--- src/rtl/irqv_pkg.sv ---
package irqv_pkg;
  // Each vector slot is two words wide.
  localparam int unsigned VEC_SHIFT = 1;

  typedef enum logic {
    GATE_ARMED = 1'b0,
    GATE_WAIT  = 1'b1
  } gate_e;
endpackage

--- src/rtl/irqv_flags.sv ---
module irqv_flags #(
  parameter int unsigned N_SRC = 8,
  parameter logic [N_SRC-1:0] LEVEL_MASK = '0
) (
  input  logic             clk,
  input  logic             rst,
  input  logic [N_SRC-1:0] src_req,
  input  logic [N_SRC-1:0] clr,
  input  logic [N_SRC-1:0] ack,
  output logic [N_SRC-1:0] pend
);
  for (genvar g = 0; g < N_SRC; g++) begin : g_bit
    logic q;
    assign pend[g] = q;
    if (LEVEL_MASK[g]) begin : g_lvl
      always_ff @(posedge clk) begin
        if (rst) q <= 1'b0;
        else     q <= src_req[g];
      end
      AST_LEVEL_NO_LATCH: assert property (@(posedge clk) disable iff (rst)
        !src_req[g] |=> !q);
    end else begin : g_edge
      always_ff @(posedge clk) begin
        if (rst)                  q <= 1'b0;
        else if (src_req[g])      q <= 1'b1;
        else if (clr[g] | ack[g]) q <= 1'b0;
      end
      AST_FLAG_HOLDS: assert property (@(posedge clk) disable iff (rst)
        (q && !clr[g] && !ack[g]) |=> q);
    end
  end
endmodule

--- src/rtl/irqv_pick.sv ---
module irqv_pick #(
  parameter int unsigned N_SRC = 8,
  localparam int unsigned IDX_W = $clog2(N_SRC + 1)
) (
  input  logic             clk,
  input  logic             rst,
  input  logic [N_SRC-1:0] elig,
  output logic             any,
  output logic [IDX_W-1:0] idx,
  output logic [N_SRC-1:0] grant
);
  // Scan from the top so the lowest eligible bit is written last and wins.
  always_comb begin
    any   = 1'b0;
    idx   = '0;
    grant = '0;
    for (int i = N_SRC - 1; i >= 0; i--) begin
      if (elig[i]) begin
        any      = 1'b1;
        idx      = IDX_W'(i + 1);
        grant    = '0;
        grant[i] = 1'b1;
      end
    end
  end

  AST_GRANT_ONEHOT: assert property (@(posedge clk) disable iff (rst)
    $onehot0(grant));
  AST_GRANT_ELIGIBLE: assert property (@(posedge clk) disable iff (rst)
    (grant & ~elig) == '0);
endmodule

--- src/rtl/irqv_seq.sv ---
module irqv_seq
  import irqv_pkg::*;
#(
  parameter int unsigned N_SRC = 8,
  parameter int unsigned ADDR_W = 16,
  parameter logic [ADDR_W-1:0] BOOT_BASE = '0,
  localparam int unsigned IDX_W = $clog2(N_SRC + 1)
) (
  input  logic              clk,
  input  logic              rst,
  input  logic              any,
  input  logic [IDX_W-1:0]  idx,
  input  logic              gie_wr,
  input  logic              gie_wdata,
  input  logic              reti,
  input  logic              insn_done,
  input  logic              vec_boot,
  output logic              accept,
  output logic              take,
  output logic [ADDR_W-1:0] vec_addr,
  output logic              gie
);
  gate_e             gate_q;
  logic              gie_q;
  logic              take_q;
  logic [ADDR_W-1:0] vec_q;
  logic              gie_eff;
  logic [ADDR_W-1:0] base;

  // A write of zero closes the gate in the same cycle.
  assign gie_eff = gie_q & ~(gie_wr & ~gie_wdata);
  assign accept  = any & gie_eff & insn_done & (gate_q == GATE_ARMED) & ~take_q;
  assign base    = vec_boot ? BOOT_BASE : '0;

  always_ff @(posedge clk) begin
    if (rst) begin
      gie_q  <= 1'b0;
      take_q <= 1'b0;
      vec_q  <= '0;
      gate_q <= GATE_ARMED;
    end else begin
      take_q <= accept;
      if (accept) vec_q <= base + (ADDR_W'(idx) << VEC_SHIFT);
      if (accept)      gie_q <= 1'b0;
      else if (reti)   gie_q <= 1'b1;
      else if (gie_wr) gie_q <= gie_wdata;
      if (reti)                                    gate_q <= GATE_WAIT;
      else if (gate_q == GATE_WAIT && insn_done)   gate_q <= GATE_ARMED;
    end
  end

  assign take     = take_q;
  assign vec_addr = vec_q;
  assign gie      = gie_q;

  AST_TAKE_ONE_CYCLE: assert property (@(posedge clk) disable iff (rst)
    take_q |=> !take_q);
  AST_TAKE_DROPS_GIE: assert property (@(posedge clk) disable iff (rst)
    take_q |-> !gie_q);
  AST_GLOBAL_GATE: assert property (@(posedge clk) disable iff (rst)
    !gie_q |=> !take_q);
  AST_DISABLE_NOW: assert property (@(posedge clk) disable iff (rst)
    (gie_wr && !gie_wdata) |=> !take_q);
  AST_RETI_GAP: assert property (@(posedge clk) disable iff (rst)
    (gate_q == GATE_WAIT) |=> !take_q);
endmodule

--- src/rtl/irqv_top.sv ---
module irqv_top #(
  parameter int unsigned N_SRC = 8,
  parameter int unsigned ADDR_W = 16,
  parameter logic [ADDR_W-1:0] BOOT_BASE = 16'hF000,
  parameter logic [N_SRC-1:0] LEVEL_MASK = 8'hC0
) (
  input  logic              clk,
  input  logic              rst,
  input  logic [N_SRC-1:0]  src_req,
  input  logic              en_wr,
  input  logic [N_SRC-1:0]  en_wdata,
  input  logic              flag_clr_wr,
  input  logic [N_SRC-1:0]  flag_clr_data,
  input  logic              gie_wr,
  input  logic              gie_wdata,
  input  logic              vec_boot,
  input  logic              insn_done,
  input  logic              reti,
  output logic              take,
  output logic [ADDR_W-1:0] vec_addr,
  output logic              gie,
  output logic [N_SRC-1:0]  pending
);
  localparam int unsigned IDX_W = $clog2(N_SRC + 1);

  logic [N_SRC-1:0] en_q;
  logic [N_SRC-1:0] elig;
  logic [N_SRC-1:0] clr;
  logic [N_SRC-1:0] ack;
  logic [N_SRC-1:0] grant;
  logic             any;
  logic             accept;
  logic [IDX_W-1:0] idx;

  always_ff @(posedge clk) begin
    if (rst)        en_q <= '0;
    else if (en_wr) en_q <= en_wdata;
  end

  assign elig = pending & en_q;
  assign clr  = flag_clr_wr ? flag_clr_data : '0;
  assign ack  = accept ? grant : '0;

  irqv_flags #(.N_SRC(N_SRC), .LEVEL_MASK(LEVEL_MASK)) u_flags (
    .clk(clk), .rst(rst), .src_req(src_req), .clr(clr), .ack(ack), .pend(pending)
  );

  irqv_pick #(.N_SRC(N_SRC)) u_pick (
    .clk(clk), .rst(rst), .elig(elig), .any(any), .idx(idx), .grant(grant)
  );

  irqv_seq #(.N_SRC(N_SRC), .ADDR_W(ADDR_W), .BOOT_BASE(BOOT_BASE)) u_seq (
    .clk(clk), .rst(rst), .any(any), .idx(idx), .gie_wr(gie_wr),
    .gie_wdata(gie_wdata), .reti(reti), .insn_done(insn_done),
    .vec_boot(vec_boot), .accept(accept), .take(take),
    .vec_addr(vec_addr), .gie(gie)
  );

  AST_TAKE_NEEDS_ENABLE: assert property (@(posedge clk) disable iff (rst)
    accept |-> ((pending & en_q) != '0));
endmodule

--- config.mk ---
export PLATFORM = sky130hd
export DESIGN_NAME = irqv_top
export DESIGN_NICKNAME = d
export VERILOG_FILES = /design/src/rtl/irqv_pkg.sv /design/src/rtl/irqv_flags.sv /design/src/rtl/irqv_pick.sv /design/src/rtl/irqv_seq.sv /design/src/rtl/irqv_top.sv
export SDC_FILE = /design/constraint.sdc
export NUM_CORES = 1
export LEC_CHECK = 0
export BUFFER_PORTS_ARGS = -buffer_cell sky130_fd_sc_hd__buf_4
export CORE_MARGIN = 5
export CORE_UTILIZATION = 41
export CTS_BUF_LIST = sky130_fd_sc_hd__clkbuf_2 sky130_fd_sc_hd__clkbuf_4 sky130_fd_sc_hd__clkbuf_8
export DETAILED_ROUTE_END_ITERATION = 10
export PLACE_DENSITY_LB_ADDON = 0.12
export SLEW_MARGIN = 15
export SYNTH_ARGS = -nofsm -noshare
export SYNTH_HDL_FRONTEND = slang
export SYNTH_SLANG_ARGS = --single-unit
--- constraint.sdc ---
create_clock -name clk -period 3.5 [get_ports clk]
set_clock_uncertainty 0.1 [all_clocks]
set_input_delay 0.7 -clock clk [delete_from_list [all_inputs] [get_ports clk]]
set_output_delay 0.7 -clock clk [all_outputs]
set_load 0.005 [all_outputs]
==> Word level (Yosys, flattened, before mapping) <==
Index checks and enable logic that the tools add are counted.
{ "totals": {"inputBits": 33, "register_bits": 35} }
{ "classes": {"reduce_logical": 10, "n_bitwise": 17, "add_sub_neg": 1, "n_mux": 42} }
{ "ops": {"columns": ["cell", "count"], "rows": [
  ["$mux W6", 9],
  ["$mux W4", 8],
  ["$mux W1", 24],
  ["$add A16 B5 Y16", 1],
  ["$mux W16", 1],
  ["$reduce_bool A2 Y1", 8],
  ["$and A8 B8 Y8", 1],
  ["$and A1 B1 Y1", 6],
  ["$or A1 B1 Y1", 6],
  ["$not A1 Y1", 4],
  ["$reduce_or A2 Y1", 1],
  ["$logic_and A1 B1 Y1", 1]
]} }

==> Depth between registers and ports, before layout <==
Gate-level depths: netlist of the first run.
{ "depth": {"ltp_word": 17, "ltp_mapped": 5, "mapped_depth_nobuf": 4} }

==> Modules after synthesis <==
From an unflattened synthesis of the first run, not the netlist that was laid out.
{ "unflattened": {"cells_unflattened": 156, "area_unflattened_um2": 1371.3} }
{ "modules_own_cells": {"columns": ["mod", "n_inst", "cells_each", "area_each_um2"], "rows": [
  ["irqv_seq", 1, 46, 446.7],
  ["irqv_top", 1, 50, 435.4],
  ["irqv_flags", 1, 36, 337.8],
  ["irqv_pick", 1, 24, 151.4]
]} }

==> Worst setup path after synthesis of the first run <==
No wires, ideal clock.
{ "synth_timing": {"kind": "input to register", "startpoint": "input insn_done", "endpoint": "register u_flags.g_bit[3].q", "path_stages": 5, "arrival_ps": 1598, "required_time_ps": 3330, "path_slack_ps": 1733, "setup_ps": 70, "path_cell_list": "and4bb_2 -> and2_1 -> clkbuf_1 -> a41o_2 -> a21oi_1"} }
{ "synth_between": {"elab_chain_cells": 6} }
{ "synth_lines": {"columns": ["element", "line", "rtl"], "rows": [
  ["from (decl)", "irqv_top.sv:17", "input logic insn_done,"],
  ["$and A1 B1 Y1 (3 in series)", "irqv_seq.sv:32", "assign accept = any & gie_eff & insn_done & (gate_q == GATE_ARMED) & ~take_q;"],
  ["$mux W6", "irqv_top.sv:42", "assign ack = accept ? grant : '0;"],
  ["$or A1 B1 Y1", "irqv_flags.sv:26", "else if (clr[g] | ack[g]) q <= 1'b0;"],
  ["$reduce_bool A2 Y1 (no line)", null, null],
  ["to (signal assigned)", "irqv_flags.sv:24", "if (rst) q <= 1'b0;"],
  ["to (signal assigned)", "irqv_flags.sv:25", "else if (src_req[g]) q <= 1'b1;"],
  ["to (signal assigned)", "irqv_flags.sv:26", null],
  ["to (decl)", "irqv_flags.sv:13", "logic q;"]
]} }
Every way passes these cells.
A chain may end at the register's enable or synchronous reset.

==> Worst setup path in the final report of the first run <==
{ "layout_timing": {"startpoint": "register en_q[1]", "endpoint": "register u_seq.vec_q[1], in the netlist u_seq.vec_addr[1]"} }
{ "layout_between": {"elab_chain_cells": 7} }
{ "layout_lines": {"columns": ["element", "line", "rtl"], "rows": [
  ["from (decl)", "irqv_top.sv:26", "logic [N_SRC-1:0] en_q;"],
  ["from (signal assigned)", "irqv_top.sv:37", "else if (en_wr) en_q <= en_wdata;"],
  ["$and A8 B8 Y8 (*)", "irqv_top.sv:40", "assign elig = pending & en_q;"],
  ["parallel branches: the longest is 6 deep, another holds $add A16 B5 Y16", null, null],
  ["to (signal assigned)", "irqv_seq.sv:43", "if (accept) vec_q <= base + (ADDR_W'(idx) << VEC_SHIFT);"],
  ["to (decl)", "irqv_seq.sv:26", "logic [ADDR_W-1:0] vec_q;"]
]} }
Mark *: on every way between the ends.

==> results.py, run 1 <==
metrics = {
    "run_status": {
        "status": "finished clean",
    },
    "synthesis": {
        "yosysMostFrequentCell": "dfxtp_1",
        "syn_inst": 138,
        "yosysTopAreaCell": "dfxtp_1",
        "yosysTopAreaCellShare_pct": 40.4,
        "netlist-cell-type-count": 33,
        "ys_seq_area_share_pct": 40.4,
        "netlist_top_cells_count": "dfxtp_1 (24), buf_4 (19), nand2_1 (16), nor2_1 (12), a21oi_1 (9)",
        "yosys_register_bits": 24,
        "avgSynthCellArea_um2": 8.62,
        "ys_top_cells_by_area": "dfxtp_1 (40%), buf_4 (12%), mux2i_1 (6.7%)",
        "synth_edf_count": 0,
        "syn_area_um2": 1190,
        "synth_flop_cell": "dfxtp_1",
        "yosysWarnings": 0,
        "synthArstFlopShare_pct": 0,
    },
    "layout": {
        "syn_to_final_growth_pct": 24.9,
        "drive_gt1_share_pct": 33.9,
        "utilization_pct": 53.9,
        "antenna_cells": 0,
        "final_area_um2": 1490,
        "fill_cells": 288,
        "nets": 208,
    },
    "routing": {
        "firstDrtPassIters": 4,
        "drc": 0,
        "ant_nets": 0,
        "vias_per_cell": 5.24,
        "wl_per_cell_um": 13.5,
        "drt_iter0_markers": 65,
        "vias": 1074,
        "drt-total-wl_mm": 2.77,
    },
    "setup_path": {
        "cp.required_ns": 3.64,
        "worst_path_largest_cell_delay_ns": 0.80,
        "arrival_ns": 2.15,
        "worstSetupPathType": "reg2reg",
        "worstSetupStartpointType": "register",
        "cp_slowest_cell": "a222oi_1",
        "worstPathMaxFanout": 7,
        "path_cells": "a222oi_1 -> and4_1 -> nor2_2 -> a211oi_2",
        "endpoint_kind": "register",
    },
    "worst_hold_path": {
        "hold_path_class": "reg2reg",
    },
    "clock_network": {
        "cts_inserted_buffers": 3,
        "cts.hold.buffers_added": 0,
        "clk_pin_slew_ns": 0.13,
        "cts_resized": 0,
        "clockBufferDepth": 2,
        "worstSkewPairLatency_ns": 0.32,
        "cts_root_buf": "clkbuf_4",
        "clkSinkCount": 24,
        "post-cts-setup-buffers": 0,
        "cts_tree": "built",
        "cts_max_level": 1,
    },
    "grt": {
        "antenna_found_initial": 0,
        "grt_overflow_total": 0,
        "grt_pass1_wl_mm": 4.65,
        "grt_pass1_vias": 1054,
        "grt_max_degree": 25,
        "grt.total_usage_pct": 14.0,
    },
    "placement": {
        "gp_routability_congestion": 0.744,
        "place_ws_ns": 1.55,
        "place_area_um2": 1450,
        "portBuffers": 48,
        "dp_hpwl_mm": 2.15,
    },
    "flow_run": {
        "cap_violations": 0,
    },
    "floorplanning": {
        "start_util_pct": 43.1,
        "pin_count": 59,
        "fp.dieH_um": 63.9,
        "fp-row-count": 19,
        "core_um2": 2760,
        "dieArea_um2": 4080,
        "die_w_um": 63.9,
    },
    "pwr": {
        "powerDensity_nw_per_um2": 366,
        "total_power_uw": 544,
        "peakVddDrop_uv": 252,
        "p_leak_uw": 0.000675,
    },
    "timing": {
        "rsz0062_at_grt": "no",
        "drv_slew": 0,
        "finalCriticalPeriod_ns": 2.01,
        "hold_viol": 0,
        "fin_setup_tns_ns": 0,
        "timing.fmax_mhz": 497,
        "post-route-period-util_pct": 57.5,
        "relSlewSlack_pct": 42.0,
        "worst_slew_pin_slew_ns": 0.870,
        "setup_viol": 0,
        "layout_setup_ws_ns": 1.49,
    },
}
[kinds of logic (layout without fill, tap and decap cells)]
logic type | Yosys count | count (layout) | share of synthesized area [%]
multiplexers | 8 | 8 | 6.73
other | 1 | 8 | 0.315
flip-flops | 24 | 24 | 40.4
buffers and inverters | 25 | 54 | 14.5
AND/OR/NAND/NOR | 50 | 50 | 20.7
AO/OA/AOI/OAI | 30 | 30 | 17.4
[metrics by stage]
stage          hold slack, ns  instances
2_1_floorplan           0.343        145
3_3_place_gp            0.365        201
3_5_place_dp            0.374        201
4_1_cts                 0.393        205
5_1_grt                 0.428        205
6_report                0.389        205
[power by group]
part           internal (uW)  switching, uW  leakage, uW
Sequential               288           15.9     0.000198
Clock                   63.6           81.6    0.0000210
Combinational           52.5           42.4     0.000455
Total                    404            140     0.000675
[flip-flops by register name, summed over array words and instances (netlist names)]
| name | count |
|---|---|
| en_q | 8 |
| u_seq.gie | 1 |
| u_seq.take | 1 |
| u_seq.gate_q | 1 |
| u_seq.vec_addr | 5 |
| u_flags.g_bit.q | 8 |
[layout by cell type, fill, tap and decap left out, drive strengths merged, types with 2 or more instances in the layout]
| cell | n |
|---|---|
| nand2 | 16 |
| mux2i | 8 |
| a21oi | 9 |
| nor2 | 13 |
| nor3 | 5 |
| clkbuf | 4 |
| a211oi | 2 |
| a31oi | 6 |
| dfxtp | 24 |
| inv | 2 |
| conb | 8 |
| buf | 48 |
| a22oi | 3 |
| nand4 | 4 |
| a32o | 2 |
| nor2b | 2 |
| nand3 | 4 |
| o21ai | 3 |
[per-layer routing]
| metal | wire length, um | part of all wire (%) | up-vias | GRT usage (%) |
|---|---|---|---|---|
| li1 | - | - | 543 | - |
| met1 | 1120 | 41 | 471 | 17.9 |
| met2 | 1310 | 47 | 56 | 22.1 |
| met3 | 299 | 11 | 4 | 3.85 |
| met4 | 37 | 1.3 | 0 | 5.45 |
| met5 | 0 | 0 | - | 0 |
[final timing paths]
check | start | end | slack, ns | depth (start not counted)
min reg2reg | u_seq.vec_addr[3] | u_seq.vec_addr[3] | 0.39 | 2
max reg2reg | en_q[1] | u_seq.vec_addr[1] | 1.49 | 4
min | u_seq.vec_addr[3] | u_seq.vec_addr[3] | 0.39 | 2
max | en_q[1] | u_seq.vec_addr[1] | 1.49 | 4
[worst max-delay path: cells and delay by family, from the launching register on]
family             cells  cell delay (ns)
AOI/OAI and AO/OA      2             0.97
and+or+nand+nor        2             0.50
DFF                    1             0.37
[area by class of cell]
cell class | count | area (um^2) | area share [%]
multi-input cells | 96 | 563 | 37.9
flip-flops and latches | 24 | 480 | 32.3
repair buffers | 48 | 360 | 24.2
well taps | 31 | 38.8 | 2.61
clock buffers | 4 | 36.3 | 2.44
inverters | 2 | 7.51 | 0.505
Note: power is estimated with default switching activity, not from simulation.
==> run 2, diff against run 1 <==
==> constraint.sdc (replaced) <==
create_clock -name clk -period 2.1 [get_ports clk]
set_clock_uncertainty 0.1 [all_clocks]
set_input_delay 0.42 -clock clk [delete_from_list [all_inputs] [get_ports clk]]
set_output_delay 0.42 -clock clk [all_outputs]
set_load 0.005 [all_outputs]
==> run 2 against run 1 <==
Against the previous run:
- combinational power up 70%
- non-clock buffer count up 1
- setup slack worse by 1.0 ns
- via count down 2.0%
- first-iteration DRC count down 42%
- fmax up 24%
- sequential power up 66%
- critical endpoint unchanged
==> results.py, run 2 (same netlist as run 1, synthesis figures left out) <==
metrics = {
    "setup_path": {
        "cp_top_family": "compound AO/OA/AOI/OAI gates",
        "r2r_cells": 5,
        "worst_path_largest_cell_delay_ns": 0.37,
        "path_cells": "a222oi_1 -> buf_4 -> and4_1 -> nor2_2 -> a211oi_2",
        "arrival_ns": 1.77,
        "worstSetupStartpointType": "register",
        "endpoint_kind": "register",
        "worstPathMaxFanout": 7,
        "worstSetupPathType": "reg2reg",
        "crit_buf_inv": 1,
        "cp.depth": 5,
        "cp.required_ns": 2.25,
        "cp_slowest_cell": "dfxtp_1",
    },
    "routing": {
        "wl_per_cell_um": 13.6,
        "ant_nets": 0,
        "firstDrtPassIters": 4,
        "vias_per_cell": 5.13,
        "drt-total-wl_mm": 2.79,
        "drt_iter0_markers": 38,
        "drc": 0,
        "vias": 1052,
    },
    "layout": {
        "final_area_um2": 1480,
        "final_cell_mix": "buf_4 (49), dfxtp_1 (24), nand2_1 (16), nor2_1 (12), a21oi_1 (9)",
        "antenna_cells": 0,
        "final_common_cell": "buf_4",
        "drive_gt1_share_pct": 33.9,
        "utilization_pct": 53.7,
        "nets": 209,
        "syn_to_final_growth_pct": 24.4,
    },
    "clock_network": {
        "worstSkewPairLatency_ns": 0.31,
        "cts_resized": 0,
        "clkSinkCount": 24,
        "cts.hold.buffers_added": 0,
        "clockBufferDepth": 2,
        "cts_root_buf": "clkbuf_4",
        "cts_max_level": 1,
        "cts_inserted_buffers": 3,
        "clk_pin_slew_ns": 0.13,
        "cts_tree": "built",
        "post-cts-setup-buffers": 0,
    },
    "grt": {
        "grt_pass1_vias": 1036,
        "grt_max_degree": 25,
        "grt.total_usage_pct": 13.7,
        "grt_overflow_total": 0,
        "antenna_found_initial": 0,
        "grt_pass1_wl_mm": 4.57,
    },
    "timing": {
        "post-route-period-util_pct": 77.4,
        "setup_viol": 0,
        "timing.fmax_mhz": 615,
        "layout_setup_ws_ns": 0.474,
        "fin_setup_tns_ns": 0,
        "rsz0062_at_grt": "no",
        "finalCriticalPeriod_ns": 1.63,
        "whs_ns": 0.203,
        "drv_slew": 0,
        "hold_viol": 0,
    },
    "placement": {
        "dp_hpwl_mm": 2.16,
        "place_ws_ns": 0.464,
        "portBuffers": 48,
        "place_area_um2": 1460,
        "gp_routability_congestion": 0.738,
    },
    "worst_hold_path": {
        "hold_path_class": "in2reg",
        "whs_path_depth": 2,
    },
    "floorplanning": {
        "core_um2": 2760,
        "pin_count": 59,
        "fp.dieH_um": 63.9,
        "dieArea_um2": 4080,
        "die_w_um": 63.9,
        "fp-row-count": 19,
        "start_util_pct": 43.1,
    },
    "pwr": {
        "peakVddDrop_uv": 352,
        "powerDensity_nw_per_um2": 584,
        "p_leak_uw": 0.000672,
    },
    "flow_run": {
        "cap_violations": 0,
    },
    "run_status": {
        "status": "finished clean",
    },
}
-- run 2: changes by cell type in the layout (fill, tap and decap cells not counted), sizes merged --
cell and change:
buf +1, clkbuf -1
-- run 2: final cells by class --
class / instances / area (um^2)
multi-input combinational: 96 / 563
clock buffer: 3 / 22.5
timing repair buffer: 49 / 368
tap: 31 / 38.8
sequential: 24 / 480
inverter: 2 / 7.51
fill: 279 / 1280
-- run 2: worst register-to-register path, cell delays in order (launching register included) --
cell and delay (ns):
dfxtp_1 0.37, a222oi_1 0.36, buf_4 0.21, and4_1 0.29, nor2_2 0.08, a211oi_2 0.18
-- run 2: metal layers --
metal	part of all wire, %	track usage [%]	wire, um	vias up
li1	-	-	-	542
met3	7.9	3.33	221	4
met1	44	17.3	1220	467
met2	47	22.1	1310	39
met4	1.3	6.23	36	0
met5	0	0	0	-
-- run 2: power breakdown --
part / switching (uW) / leakage, uW / internal, uW / total [uW]
Sequential: 26.4 / 0.000198 / 480 / 506
Combinational: 71.3 / 0.000460 / 89.3 / 161
Clock: 130 / 0.0000138 / 67.1 / 197
-- run 2: stage by stage --
stage               std cells  power, uW
finish                    205        864
global route              205        911
CTS                       205        877
detailed placement        202        677
global placement          202        674
floorplan                 145        615
-- run 2: path summary, 6_finish.rpt --
kind	from	to	slack, ns
hold / removal	src_req[7]	u_flags.g_bit[7].q	0.20
setup reg to reg	en_q[1]	u_seq.vec_addr[1]	0.47
hold reg to reg	u_seq.vec_addr[2]	u_seq.vec_addr[2]	0.39
setup / recovery	en_q[1]	u_seq.vec_addr[1]	0.47
